`src/rtl/can_txbuf_pkg.sv`:
```
package can_txbuf_pkg;
  localparam int ADDR_W = 2;

  typedef enum logic [ADDR_W-1:0] {
    SEL_EMPTY = 2'd0,
    SEL_IEN   = 2'd1,
    SEL_ABREQ = 2'd2,
    SEL_ABACK = 2'd3
  } reg_sel_e;
endpackage

```
`src/rtl/txbuf_slot.sv`:
```
// Status of one transmit buffer: empty flag, abort request, abort acknowledge.
module txbuf_slot (
  input  logic clk,
  input  logic rst,
  input  logic init_i,
  input  logic listen_i,
  input  logic clr_wr_i,
  input  logic abrq_wr_i,
  input  logic sent_i,
  input  logic abort_i,
  output logic flag_d_o,
  output logic flag_o,
  output logic req_o,
  output logic ack_o
);
  logic flag_q, req_q, ack_q;
  logic flag_d, req_d, ack_d;
  logic aborted, set_ev;

  always_comb begin
    aborted = abort_i & req_q;
    set_ev  = sent_i | aborted;
    flag_d  = flag_q;
    req_d   = req_q;
    ack_d   = ack_q;
    if (init_i) begin
      flag_d = 1'b1;
      req_d  = 1'b0;
      ack_d  = 1'b0;
    end else if (set_ev) begin
      flag_d = 1'b1;
      req_d  = 1'b0;
      if (aborted) ack_d = 1'b1;
    end else if (clr_wr_i && !listen_i) begin
      flag_d = 1'b0;
      ack_d  = 1'b0;
    end else if (abrq_wr_i && !flag_q) begin
      req_d = 1'b1;
    end
  end

  always_ff @(posedge clk) begin
    if (rst) begin
      flag_q <= 1'b1;
      req_q  <= 1'b0;
      ack_q  <= 1'b0;
    end else begin
      flag_q <= flag_d;
      req_q  <= req_d;
      ack_q  <= ack_d;
    end
  end

  assign flag_d_o = flag_d;
  assign flag_o   = flag_q;
  assign req_o    = req_q;
  assign ack_o    = ack_q;

  assert_init_hold_R7: assert property (@(posedge clk) disable iff (rst)
    init_i |=> (flag_q && !req_q && !ack_q));
  assert_set_drops_req_R5: assert property (@(posedge clk) disable iff (rst)
    !flag_q |=> (!flag_q || !req_q));
  assert_clear_drops_ack_R6: assert property (@(posedge clk) disable iff (rst)
    flag_q |=> (flag_q || !ack_q));
  assert_listen_keeps_flag_R8: assert property (@(posedge clk) disable iff (rst)
    (listen_i && !init_i && flag_q) |=> flag_q);
endmodule

```
`src/rtl/txbuf_regif.sv`:
```
// Registered read multiplexer for the four status registers.
module txbuf_regif
  import can_txbuf_pkg::*;
#(
  parameter int NBUF = 3,
  parameter int DW   = 8
) (
  input  logic              clk,
  input  logic              rst,
  input  logic              rd_i,
  input  logic [ADDR_W-1:0] addr_i,
  input  logic [NBUF-1:0]   flag_i,
  input  logic [NBUF-1:0]   ien_i,
  input  logic [NBUF-1:0]   req_i,
  input  logic [NBUF-1:0]   ack_i,
  output logic [DW-1:0]     rdata_o
);
  localparam int PAD = DW - NBUF;
  logic [NBUF-1:0] sel_bits;

  always_comb begin
    unique case (reg_sel_e'(addr_i))
      SEL_EMPTY: sel_bits = flag_i;
      SEL_IEN:   sel_bits = ien_i;
      SEL_ABREQ: sel_bits = req_i;
      default:   sel_bits = ack_i;
    endcase
  end

  always_ff @(posedge clk) begin
    if (rst)       rdata_o <= '0;
    else if (rd_i) rdata_o <= {{PAD{1'b0}}, sel_bits};
  end
endmodule

```
`src/rtl/can_txbuf_status.sv`:
```
module can_txbuf_status
  import can_txbuf_pkg::*;
#(
  parameter int NBUF = 3,
  parameter int DW   = 8
) (
  input  logic              clk,
  input  logic              rst,
  input  logic              init_req,
  input  logic              init_ack,
  input  logic              listen,
  input  logic              cpu_wr,
  input  logic              cpu_rd,
  input  logic [ADDR_W-1:0] cpu_addr,
  input  logic [NBUF-1:0]   cpu_wdata,
  output logic [DW-1:0]     cpu_rdata,
  input  logic [NBUF-1:0]   sent_ok,
  input  logic [NBUF-1:0]   abort_done,
  output logic              irq,
  output logic [NBUF-1:0]   buf_lock
);
  logic            init_mode;
  logic            wr_flag, wr_ien, wr_abrq;
  logic [NBUF-1:0] flag_d, flag_q, req_q, ack_q;
  logic [NBUF-1:0] ien_q, ien_d;

  assign init_mode = init_req & init_ack;
  assign wr_flag   = cpu_wr && (reg_sel_e'(cpu_addr) == SEL_EMPTY) && !init_mode;
  assign wr_abrq   = cpu_wr && (reg_sel_e'(cpu_addr) == SEL_ABREQ) && !init_mode;
  assign wr_ien    = cpu_wr && (reg_sel_e'(cpu_addr) == SEL_IEN);
  assign ien_d     = wr_ien ? cpu_wdata : ien_q;

  for (genvar b = 0; b < NBUF; b++) begin : g_slot
    txbuf_slot u_slot (
      .clk      (clk),
      .rst      (rst),
      .init_i   (init_mode),
      .listen_i (listen),
      .clr_wr_i (wr_flag & cpu_wdata[b]),
      .abrq_wr_i(wr_abrq & cpu_wdata[b]),
      .sent_i   (sent_ok[b]),
      .abort_i  (abort_done[b]),
      .flag_d_o (flag_d[b]),
      .flag_o   (flag_q[b]),
      .req_o    (req_q[b]),
      .ack_o    (ack_q[b])
    );
  end

  always_ff @(posedge clk) begin
    if (rst) begin
      ien_q    <= '0;
      irq      <= 1'b0;
      buf_lock <= '0;
    end else begin
      ien_q    <= ien_d;
      irq      <= |(flag_d & ien_d);
      buf_lock <= ~flag_d;
    end
  end

  txbuf_regif #(.NBUF(NBUF), .DW(DW)) u_regif (
    .clk    (clk),
    .rst    (rst),
    .rd_i   (cpu_rd),
    .addr_i (cpu_addr),
    .flag_i (flag_q),
    .ien_i  (ien_q),
    .req_i  (req_q),
    .ack_i  (ack_q),
    .rdata_o(cpu_rdata)
  );

  assert_irq_matches_R9: assert property (@(posedge clk) disable iff (rst)
    irq == |(flag_q & ien_q));
  assert_lock_matches_R10: assert property (@(posedge clk) disable iff (rst)
    buf_lock == ~flag_q);
endmodule

```
`config.mk`:
```
export PLATFORM = sky130hd
export DESIGN_NAME = can_txbuf_status
export DESIGN_NICKNAME = d
export VERILOG_FILES = /design/src/rtl/can_txbuf_pkg.sv /design/src/rtl/txbuf_slot.sv /design/src/rtl/txbuf_regif.sv /design/src/rtl/can_txbuf_status.sv
export SDC_FILE = /design/constraint.sdc
export NUM_CORES = 1
export LEC_CHECK = 0
export BUFFER_PORTS_ARGS = -buffer_cell sky130_fd_sc_hd__buf_2
export CAP_MARGIN = 20
export CORE_MARGIN = 2
export CORE_UTILIZATION = 40
export DETAILED_ROUTE_END_ITERATION = 7
export GPL_ROUTABILITY_DRIVEN = 0
export PLACE_DENSITY = 0.72
export SYNTH_ARGS = -nofsm -noshare
export SYNTH_HDL_FRONTEND = slang
export SYNTH_SLANG_ARGS = --single-unit
```
`constraint.sdc`:
```
create_clock -name clk -period 3.8 [get_ports clk]
set_clock_uncertainty 0.05 [all_clocks]
set_input_delay 0.76 -clock clk [delete_from_list [all_inputs] [get_ports clk]]
set_output_delay 0.76 -clock clk [all_outputs]
set_load 0.005 [all_outputs]
```
Word-level counts from Yosys, hierarchy flattened
Cells that the tools add are included.
Widths: inputs -> output; s select.
{"block": "classes", "eq_ne": 5, "n_mux": 20, "bitwise_logic": 18, "reduce_logical": 31}
{"op": "$mux 1", "n": 18}
{"op": "$reduce_and 2->1", "n": 6}
{"op": "$reduce_or 3->1", "n": 4}
{"op": "$logic_and 1x1->1", "n": 11}
{"op": "$and 1x1->1", "n": 10}
{"op": "$pmux 3 s3", "n": 1}
{"op": "$ne 2x1->1 const B", "n": 3}
{"op": "$reduce_bool 2->1", "n": 3}
{"op": "$logic_not 1->1", "n": 5}
{"op": "$and 3x3->3", "n": 1}
{"op": "$mux 3", "n": 1}
{"op": "$not 1->1", "n": 3}
{"op": "$not 3->3", "n": 1}
{"op": "$or 1x1->1", "n": 3}
{"op": "$eq 2x1->1 const B", "n": 1}
{"op": "$eq 2x2->1 const B", "n": 1}
{"op": "$logic_not 2->1", "n": 1}
{"op": "$reduce_or 2->1", "n": 1}
{"block": "totals", "ff_bits": 19, "inputBits": 18, "output_inout_bits": 12, "word_cells": 87}

Depth between registers and ports, before layout
Gate-level depths: netlist of run 1.
{"block": "logic_depth", "word_depth": 10, "depth_mapped": 5, "depth_no_buf": 5}

By module
Synthesis of run 1 repeated with hierarchy kept, for this count alone.
{"block": "unflattened", "cells_unflattened": 107, "area_unflattened_um2": 1022.2}
{"mod": "txbuf_slot", "n_inst": 3, "cells_each": 15, "area_per_inst_um2": 141.4, "seq_area_each_um2": 60.1}
{"mod": "can_txbuf_status", "n_inst": 1, "cells_each": 38, "area_per_inst_um2": 356.6, "seq_area_each_um2": 140.1}
{"mod": "txbuf_regif", "n_inst": 1, "cells_each": 24, "area_per_inst_um2": 241.5, "seq_area_each_um2": 60.1}

Least setup slack after synthesis of run 1
OpenSTA, ideal clock, no wires.
{"block": "synth_path", "path_type": "input to register", "from": "input cpu_addr[1]", "to": "register irq", "setup_time_ns": 0.122, "arrival_time_ns": 1.599, "required_ns": 3.628, "path_slack_ns": 2.030, "cell_stages": 4, "path_buffers": 0, "cell_sequence": "nor3b_4 > nand3_1 > a21o_1 > a221o_1"}
{"block": "synth_between", "elab_chain_cells": 10, "word_cells_on_any_way": 23, "classes_between": "eq/ne: 1; mux: 10; bitwise: 4; reduce/logical: 8"}
{"item": "from (decl)", "line": "can_txbuf_status.sv:14", "source": "input logic [ADDR_W-1:0] cpu_addr,"}
{"item": "$logic_not 2->1", "line": "can_txbuf_status.sv:28", "source": "assign wr_flag = cpu_wr && (reg_sel_e'(cpu_addr) == SEL_EMPTY) && !init_mode;"}
{"item": "$logic_and 1x1->1 (2 in a row)", "line": "can_txbuf_status.sv:28"}
{"item": "$and 1x1->1", "line": "can_txbuf_status.sv:39", "source": ".clr_wr_i (wr_flag & cpu_wdata[b]),"}
{"item": "$logic_and 1x1->1", "line": "txbuf_slot.sv:34", "source": "end else if (clr_wr_i && !listen_i) begin"}
{"item": "$mux 1", "line": "txbuf_slot.sv:34"}
{"item": "$mux 1", "line": "txbuf_slot.sv:30", "source": "end else if (set_ev) begin"}
{"item": "$mux 1", "line": "txbuf_slot.sv:26", "source": "if (init_i) begin"}
{"item": "$and 3x3->3 (*)", "line": "can_txbuf_status.sv:57", "source": "irq <= |(flag_d & ien_d);"}
{"item": "$reduce_or 3->1 (*)", "line": "can_txbuf_status.sv:57"}
{"item": "to (signal assigned)", "line": "can_txbuf_status.sv:57"}
{"item": "to (decl)", "line": "can_txbuf_status.sv:19", "source": "output logic irq,"}
Every way passes the cells marked *; elsewhere a longest branch is shown, timed or not.
A chain may end at the register's enable or synchronous reset.

Worst setup path after layout of run 1
Same ends and word-level chain as after synthesis.

==> results.json, run 1 <==
{
  "outcome": "finished clean",
  "grtUsageMet2_pct": 23.7,
  "crit_fanout": 6,
  "seq_area_frac_synth_pct": 44.8,
  "place_ws_ns": 1.77,
  "nets": 131,
  "grt_pass1_wl_mm": 2.78,
  "crit_type": "input pin to register",
  "clk_latency_ns": 0.30,
  "grt_pass1_vias": 641,
  "crit_chain": "buf_2 > nor3b_4 > nand3_1 > a21o_1 > a221o_1",
  "grt.total_usage_pct": 15.1,
  "start_util_pct": 42.8,
  "cts_tree": "built",
  "clk_pin_slew_ns": 0.10,
  "r2r_start": "g_slot[2].u_slot.flag_o",
  "cts_resized": 0,
  "hold_violations": 0,
  "grt.met1_usage_pct": 18.4,
  "report.final.setup_viol": 0,
  "power.leakage_nw": 0.486,
  "root_buffer": "clkbuf_4",
  "tns_ns": 0,
  "drc": 0,
  "overflow": 0,
  "drive_above_1_share_pct": 27.7,
  "synth_edf_count": 0,
  "p_per_area_nw_per_um2": 344,
  "cts_sinks": 19,
  "fin_area_sq_um": 1000,
  "critPathLaunchType": "input pin",
  "ys_types": 25,
  "hold_start": "g_slot[2].u_slot.ack_o",
  "ios": 30,
  "hpwlAfterDp_mm": 1.38,
  "worst-endpoint-required_ns": 3.94,
  "place_area_sq_um": 976,
  "max_freq_mhz": 582,
  "die_x_um": 50.1,
  "synth_top_flop_cell": "dfxtp_1",
  "grt_max_degree": 13,
  "async_flop_share_pct": 0,
  "wl_per_cell_um": 12.6,
  "via_per_inst": 5.13,
  "portBuffers": 24,
  "dr_total_vias": 713,
  "nFillCells": 181,
  "antenna_found_initial": 0,
  "core_area_sq_um": 1980,
  "hp-class": "register to register",
  "cp-startpoint": "cpu_addr[1]",
  "areaGrowthSynthToFinish_pct": 18.1,
  "syn_area_sq_um": 848,
  "firstDrtPassIters": 4,
  "cts_hold_buf": 0,
  "grt.busiest_layer": "met2",
  "drv_slew": 0,
  "slowest_stage": "a221o_1",
  "worstPathArrival_ns": 1.86,
  "drt_iter0_markers": 7,
  "postSynthCellCount": 86,
  "ant_nets": 0,
  "max_stage_delay_ns": 0.31,
  "syn_avg_cell_area_sq_um": 9.86,
  "seqCellArea_sq_um": 380,
  "vdd_drop_max_v": 0.000221,
  "cts_setup_buffers": 0,
  "numCtsBuffers": 3,
  "setup_ws_ns": 2.08,
  "cts_buffer_depth": 2,
  "cap_viol_max_count": 0,
  "critPathCaptureType": "register",
  "fp.dieH_um": 50.1,
  "diodes": 0,
  "finalCritPeriodShare_pct": 45.2,
  "gr-usage-met3_pct": 5.76,
  "min_period_ns": 1.72,
  "ys_warn_count": 0,
  "rsz0062_at_grt": "no",
  "die-area_sq_um": 2510,
  "routed_wl_mm": 1.76,
  "ys_seq_elements": 19,
  "row_count": 16,
  "h-tree-depth": 1,
  "multi_input_area_sq_um": 427
}
[final cells by class]
cell class / instances / area share [%]
tap: 27 / 3.37
sequential: 19 / 38.0
multi-input combinational: 61 / 42.6
timing repair buffer: 24 / 12.0
clock buffer: 4 / 2.62
inverter: 4 / 1.50
[final timing paths]
check,to,slack (ns),depth (start not counted)
setup / recovery,irq,2.08,5
hold / removal,g_slot[2].u_slot.ack_o,0.43,2
setup reg to reg,irq,2.56,4
hold reg to reg,g_slot[2].u_slot.ack_o,0.43,2
[metrics by stage]
step	cells	total power [mW]	hold WS (ns)	utilization, %
2_1_floorplan	90	0.232	0.399	-
3_3_place_gp	135	0.248	0.412	49.2
3_5_place_dp	135	0.249	0.423	49.2
4_1_cts	139	0.349	0.437	50.6
5_1_grt	139	0.361	0.461	50.6
6_report	139	0.345	0.433	50.6
[critical path: cells and delay by family]
kind / cells / cell delay, ns
AO/OA/AOI/OAI: 2 / 0.52
AND/OR/NAND/NOR: 2 / 0.43
buffers and inverters: 1 / 0.14
[synthesized netlist by cell type (2+ instances only)]
| cell type | count | area share [%] |
|---|---|---|
| a21o_1 | 3 | 2.7 |
| nand3_1 | 3 | 1.8 |
| nor2_1 | 9 | 4.0 |
| buf_4 | 5 | 4.4 |
| nand2b_1 | 2 | 1.5 |
| dfxtp_1 | 19 | 45 |
| a21oi_1 | 6 | 3.5 |
| o21ai_0 | 3 | 1.8 |
| a31oi_1 | 3 | 2.2 |
| mux4_1 | 3 | 9.3 |
| mux2i_1 | 6 | 7.1 |
| nand3b_1 | 2 | 1.8 |
| nand2_1 | 7 | 3.1 |
| inv_1 | 4 | 1.8 |
[cells in the final DEF (no fill, tap or decap), types with 3 or more instances in the layout]
cell type and instances:
a21oi_1 6, nand2_1 7, mux4_1 3, clkbuf_4 3
inv_1 4, buf_2 24, nor2_1 9, a21o_1 3
mux2i_1 6, dfxtp_1 19, a31oi_1 3, nand3_1 3
o21ai_0 3, conb_1 5
[kinds of logic after synthesis]
kind of cell	Yosys count	share of synthesized area (%)
AO/OA/AOI/OAI	19	14.5
buffers and inverters	10	6.64
flip-flops	19	44.8
multiplexers	9	16.4
other	1	0.442
AND/OR/NAND/NOR	28	17.3
[registers in the layout, indices dropped and copies added, names as in the netlist]
name,cells
buf_lock,3
g_slot.u_slot.ack_o,3
g_slot.u_slot.flag_o,3
g_slot.u_slot.req_o,3
ien_q,3
irq,1
u_regif.rdata_o,3
[layer usage]
metal	up-vias	share of wire (%)	wire, um
met3	6	6.2	108
met2	24	45	798
met1	329	46	808
met5	-	0	0
li1	354	-	-
met4	0	2.3	40
[report_power, final]
group / switching, mW / total [mW] / internal, mW
clock: 0.0595 / 0.100 / 0.0409
sequential: 0.00146 / 0.204 / 0.203
combinational: 0.0215 / 0.0400 / 0.0185
total: 0.0825 / 0.345 / 0.262
Note: power is estimated with default switching activity, not from simulation.
==> run 2: changes to the inputs <==
--- a/config.mk
+++ b/config.mk
@@ -11,7 +11,7 @@
 export CORE_UTILIZATION = 40
 export DETAILED_ROUTE_END_ITERATION = 7
 export GPL_ROUTABILITY_DRIVEN = 0
-export PLACE_DENSITY = 0.72
+export PLACE_DENSITY = 0.75
 export SYNTH_ARGS = -nofsm -noshare
 export SYNTH_HDL_FRONTEND = slang
 export SYNTH_SLANG_ARGS = --single-unit
==> constraint.sdc (replaced) <==
create_clock -name clk -period 1.48 [get_ports clk]
set_clock_uncertainty 0.05 [all_clocks]
set_input_delay 0.296 -clock clk [delete_from_list [all_inputs] [get_ports clk]]
set_output_delay 0.296 -clock clk [all_outputs]
set_load 0.005 [all_outputs]
==> run 2 against run 1 <==
  * Total power grew to 2.6 times the previous value
  * Global-route usage is 1.2 points higher
  * Critical endpoint unchanged
  * Critical path type unchanged
  * Wire length rose by 3.7%
  * First-iteration DRC count increased by 110%
  * Combinational power rose to 2.9 times the previous value
==> results.json, run 2 (synthesized netlist as in run 1, its figures left out) <==
{
  "p_comb_share_pct": 12.9,
  "cts_tree": "built",
  "firstDrtPassIters": 4,
  "outcome": "finished clean",
  "grt.total_usage_pct": 16.2,
  "rrSetupSlack_ns": 0.25,
  "nets": 137,
  "die_x_um": 50.1,
  "cts_hold_buf": 0,
  "fp.dieH_um": 50.1,
  "clk_pin_slew_ns": 0.10,
  "overflow": 0,
  "finalCritPeriodShare_pct": 83.5,
  "via_per_inst": 5.07,
  "clk_latency_ns": 0.30,
  "drt_iter0_markers": 15,
  "start_util_pct": 42.8,
  "ant_nets": 0,
  "diodes": 0,
  "dr_total_vias": 735,
  "cp-startpoint": "cpu_addr[1]",
  "hpwlAfterDp_mm": 1.45,
  "vdd_drop_max_v": 0.000387,
  "h-tree-depth": 1,
  "core_area_sq_um": 1980,
  "holdPathStages": 3,
  "report.final.setup_viol": 0,
  "setup_ws_ns": 0.244,
  "root_buffer": "clkbuf_4",
  "drc": 0,
  "cts_setup_buffers": 0,
  "rsz0062_at_grt": "no",
  "grt_pass1_vias": 688,
  "hold_violations": 0,
  "wl_per_cell_um": 12.6,
  "grt_max_degree": 13,
  "critical_path.endpoint": "irq",
  "cts_sinks": 19,
  "power.leakage_nw": 0.514,
  "cts_resized": 0,
  "drv_slew": 0,
  "clkPwrFrac_pct": 28.8,
  "p_switching_uw": 216,
  "swShare_pct": 24.0,
  "worst-endpoint-required_ns": 1.63,
  "totalPowerFinal_uw": 898,
  "mostFrequentLayoutCells": "24 x buf_2, 19 x dfxtp_1, 9 x nor2_1, 7 x nand2_1",
  "antenna_found_initial": 0,
  "r2r_start": "g_slot[1].u_slot.flag_o",
  "row_count": 16,
  "grt_pass1_wl_mm": 3.02,
  "intPower_uw": 683,
  "final_common_cell": "buf_2",
  "areaGrowthSynthToFinish_pct": 23.5,
  "portBuffers": 24,
  "p_per_area_nw_per_um2": 858,
  "die-area_sq_um": 2510,
  "timing.hold.ws_ns": 0.208,
  "max_freq_mhz": 809,
  "cts_buffer_depth": 2,
  "seq_power_share_pct": 58.4,
  "cap_viol_max_count": 0,
  "crit_fanout": 4,
  "reg2reg_to": "u_regif.rdata_o[1]",
  "hp-class": "input pin to register",
  "ios": 30,
  "critPathLaunchType": "input pin",
  "crit_type": "input pin to register",
  "place_ws_ns": -0.0775,
  "numCtsBuffers": 3,
  "min_period_ns": 1.24,
  "critPathCaptureType": "register",
  "routed_wl_mm": 1.82,
  "worstPathArrival_ns": 1.39,
  "drive_above_1_share_pct": 31.4,
  "r2r_cells": 3
}
run 2: layer usage:
layer / global-route usage [%] / up-vias / part of all wire, %
li1: - / 368 / -
met1: 21.4 / 329 / 47
met2: 23.9 / 35 / 43
met3: 4.55 / 3 / 8.2
met4: 8.33 / 0 / 1.6
met5: 0 / - / 0
run 2: layout make-up:
type | count | area, sq um
multi-input cells | 61 | 427
well taps | 27 | 33.8
clock buffers | 4 | 26.3
repair buffers | 30 | 165
inverters | 4 | 15.0
fillers | 187 | 935
flip-flops and latches | 19 | 380
run 2: how the worst min path moves through the flow:
stage          slack, ns                endpoint              startpoint
3_5_place_dp        0.42  g_slot[2].u_slot.ack_o  g_slot[2].u_slot.ack_o
4_1_cts             0.20  g_slot[2].u_slot.ack_o           abort_done[2]
5_1_grt             0.21  g_slot[2].u_slot.ack_o           abort_done[2]
3_3_place_gp        0.40  g_slot[2].u_slot.ack_o  g_slot[2].u_slot.ack_o
6_report            0.21  g_slot[1].u_slot.ack_o           abort_done[1]
2_1_floorplan       0.33                ien_q[0]                     rst
run 2: power by group through the flow:
stage / sequential [mW] / combinational [mW] / clock [mW]
6_report: 0.524 / 0.116 / 0.259
5_1_grt: 0.526 / 0.127 / 0.297
4_1_cts: 0.524 / 0.114 / 0.268
3_5_place_dp: 0.536 / 0.114 / 0
3_3_place_gp: 0.536 / 0.112 / 0
2_1_floorplan: 0.537 / 0.0596 / 0
run 2: stage by stage:
| step | area (sq um) | setup TNS (ns) | instances | utilization (%) |
|---|---|---|---|---|
| 2_1_floorplan | 863 | 0 | 90 | - |
| 3_3_place_gp | 1020 | -0.0288 | 141 | 51.5 |
| 3_5_place_dp | 1020 | -0.0775 | 141 | 51.5 |
| 4_1_cts | 1050 | 0 | 145 | 52.8 |
| 5_1_grt | 1050 | 0 | 145 | 52.8 |
| 6_report | 1050 | 0 | 145 | 52.8 |
run 2: critical path: stages:
cell	delay, ns
buf_2	0.13
nor3b_4	0.28
nand3_1	0.13
a21o_1	0.21
a221o_1	0.34
==> run 3: changes to the inputs <==
--- a/config.mk
+++ b/config.mk
@@ -11,7 +11,7 @@
 export CORE_UTILIZATION = 40
 export DETAILED_ROUTE_END_ITERATION = 7
 export GPL_ROUTABILITY_DRIVEN = 0
-export PLACE_DENSITY = 0.75
+export PLACE_DENSITY = 0.72
 export SYNTH_ARGS = -nofsm -noshare
 export SYNTH_HDL_FRONTEND = slang
 export SYNTH_SLANG_ARGS = --single-unit
==> constraint.sdc (replaced) <==
create_clock -name clk -period 1.2 [get_ports clk]
set_clock_uncertainty 0.05 [all_clocks]
set_input_delay 0.24 -clock clk [delete_from_list [all_inputs] [get_ports clk]]
set_output_delay 0.24 -clock clk [all_outputs]
set_load 0.005 [all_outputs]
==> run 3 against run 2 <==
  * Sequential power is 24% higher
  * Critical endpoint unchanged
  * Via count is 1.9% higher
  * Critical path type is now register to register
  * Clock-buffer cell count shrank 1
  * Setup slack worse by 0.22 ns
  * Register-to-register slack lost 0.23 ns
  * Clock power up 25%
  * Critical path depth decreased by 1
  * Total power increased by 25%
  * Final cell count increased by 2.8%
  * Global-route usage is 1.5 points higher
  * Sequential share of layout area shrank 0.88 points
  * Combinational power rose by 32%
==> results.json, run 3 (synthesized netlist as in run 1, its figures left out) <==
{
  "critPathCaptureType": "register",
  "rsz0062_at_grt": "yes",
  "start_util_pct": 42.8,
  "mostFrequentLayoutCells": "24 x buf_2, 15 x dfxtp_1, 10 x buf_4, 9 x nor2_1, 7 x nand2_1",
  "report.final.setup_viol": 0,
  "portBuffers": 24,
  "finalCritPeriodShare_pct": 98.2,
  "fp.dieH_um": 50.1,
  "cts_buffer_depth": 2,
  "cts_tree": "built",
  "max_freq_mhz": 849,
  "row_count": 16,
  "grt_pass1_wl_mm": 3.17,
  "place_area_sq_um": 1050,
  "ant_nets": 0,
  "root_buffer": "clkbuf_4",
  "hold_violations": 0,
  "path_buf_inv": 0,
  "ios": 30,
  "areaGrowthSynthToFinish_pct": 28.2,
  "routed_wl_mm": 1.99,
  "grt_pass1_vias": 692,
  "max_stage_delay_ns": 0.35,
  "grt_max_degree": 12,
  "place_ws_ns": -0.201,
  "min_period_ns": 1.18,
  "worst-endpoint-required_ns": 1.35,
  "via_per_inst": 5.03,
  "drc": 0,
  "core_area_sq_um": 1980,
  "firstDrtPassIters": 4,
  "antenna_found_initial": 0,
  "grt.total_usage_pct": 17.8,
  "cp_top_family": "compound AO/OA/AOI/OAI gates",
  "critPathLaunchType": "register",
  "nets": 141,
  "hp-class": "input pin to register",
  "drive_above_1_share_pct": 42.6,
  "hpwlAfterDp_mm": 1.58,
  "dr_total_vias": 749,
  "p_per_area_nw_per_um2": 1030,
  "outcome": "finished clean",
  "die_x_um": 50.1,
  "final_common_cell": "buf_2",
  "clk_latency_ns": 0.30,
  "clk_pin_slew_ns": 0.11,
  "fin_area_sq_um": 1090,
  "wl_per_cell_um": 13.3,
  "overflow": 0,
  "setup_ws_ns": 0.0215,
  "power.leakage_nw": 0.519,
  "cts_sinks": 19,
  "die-area_sq_um": 2510,
  "drt_iter0_markers": 13,
  "totalPowerFinal_mw": 1.13,
  "numCtsBuffers": 3,
  "crit_type": "register to register",
  "vdd_drop_max_v": 0.000576,
  "cap_viol_max_count": 0,
  "crit_chain": "a21oi_2 > nand2_1 > a21o_1 > a221o_1",
  "timing.hold.ws_ns": 0.138,
  "drv_slew": 0,
  "h-tree-depth": 1,
  "diodes": 0,
  "slowest_stage": "dfxtp_2",
  "worstPathArrival_ns": 1.33,
  "crit_fanout": 3
}
[run 3: layout make-up]
type | instances | area, sq um
clock buffers | 3 | 22.5
clock inverters | 1 | 5.00
fillers | 187 | 895
inverters | 4 | 15.0
multi-input cells | 61 | 430
flip-flops and latches | 19 | 385
well taps | 27 | 33.8
repair buffers | 34 | 195
[run 3: path summary, 6_finish.rpt]
path	cells after the start	start	to	slack, ns
worst max-delay path	4	g_slot[1].u_slot.req_o	irq	0.02
worst min-delay path	3	abort_done[2]	g_slot[2].u_slot.ack_o	0.14
worst max register to register	4	g_slot[1].u_slot.req_o	irq	0.02
worst min register to register	2	g_slot[2].u_slot.ack_o	g_slot[2].u_slot.ack_o	0.45
[run 3: what timing repair did]
item,in CTS,in global routing
buffers inserted,0,1
resized for setup,4,5
setup endpoints to repair,2,4
hold buffers,0,0
pin swaps,0,3
[run 3: per-layer routing]
metal	GRT usage, %	vias to the layer above	share of wire, %
met3	3.94	5	7.2
met1	22.9	342	44
met4	10.2	0	2.4
li1	-	365	-
met5	0	-	0
met2	27.2	37	46
[run 3: power by group]
| part | switching (mW) | internal [mW] | total [mW] |
|---|---|---|---|
| combinational | 0.0764 | 0.0768 | 0.153 |
| sequential | 0.00534 | 0.642 | 0.648 |
| clock | 0.201 | 0.124 | 0.325 |
| total | 0.282 | 0.843 | 1.13 |
[run 3: tightest hold or removal path: stages]
cell and delay [ns]:
buf_2 0.10, nand2_1 0.06, a21oi_1 0.05
[run 3: stage by stage]
step / util [%] / setup TNS (ns) / instances
after floorplan: - / -0.0170 / 90
after global placement: 52.9 / -0.654 / 144
after detailed placement: 52.9 / -0.734 / 144
after CTS: 54.7 / 0 / 148
after global routing: 54.9 / -0.0260 / 149
final: 54.9 / 0 / 149
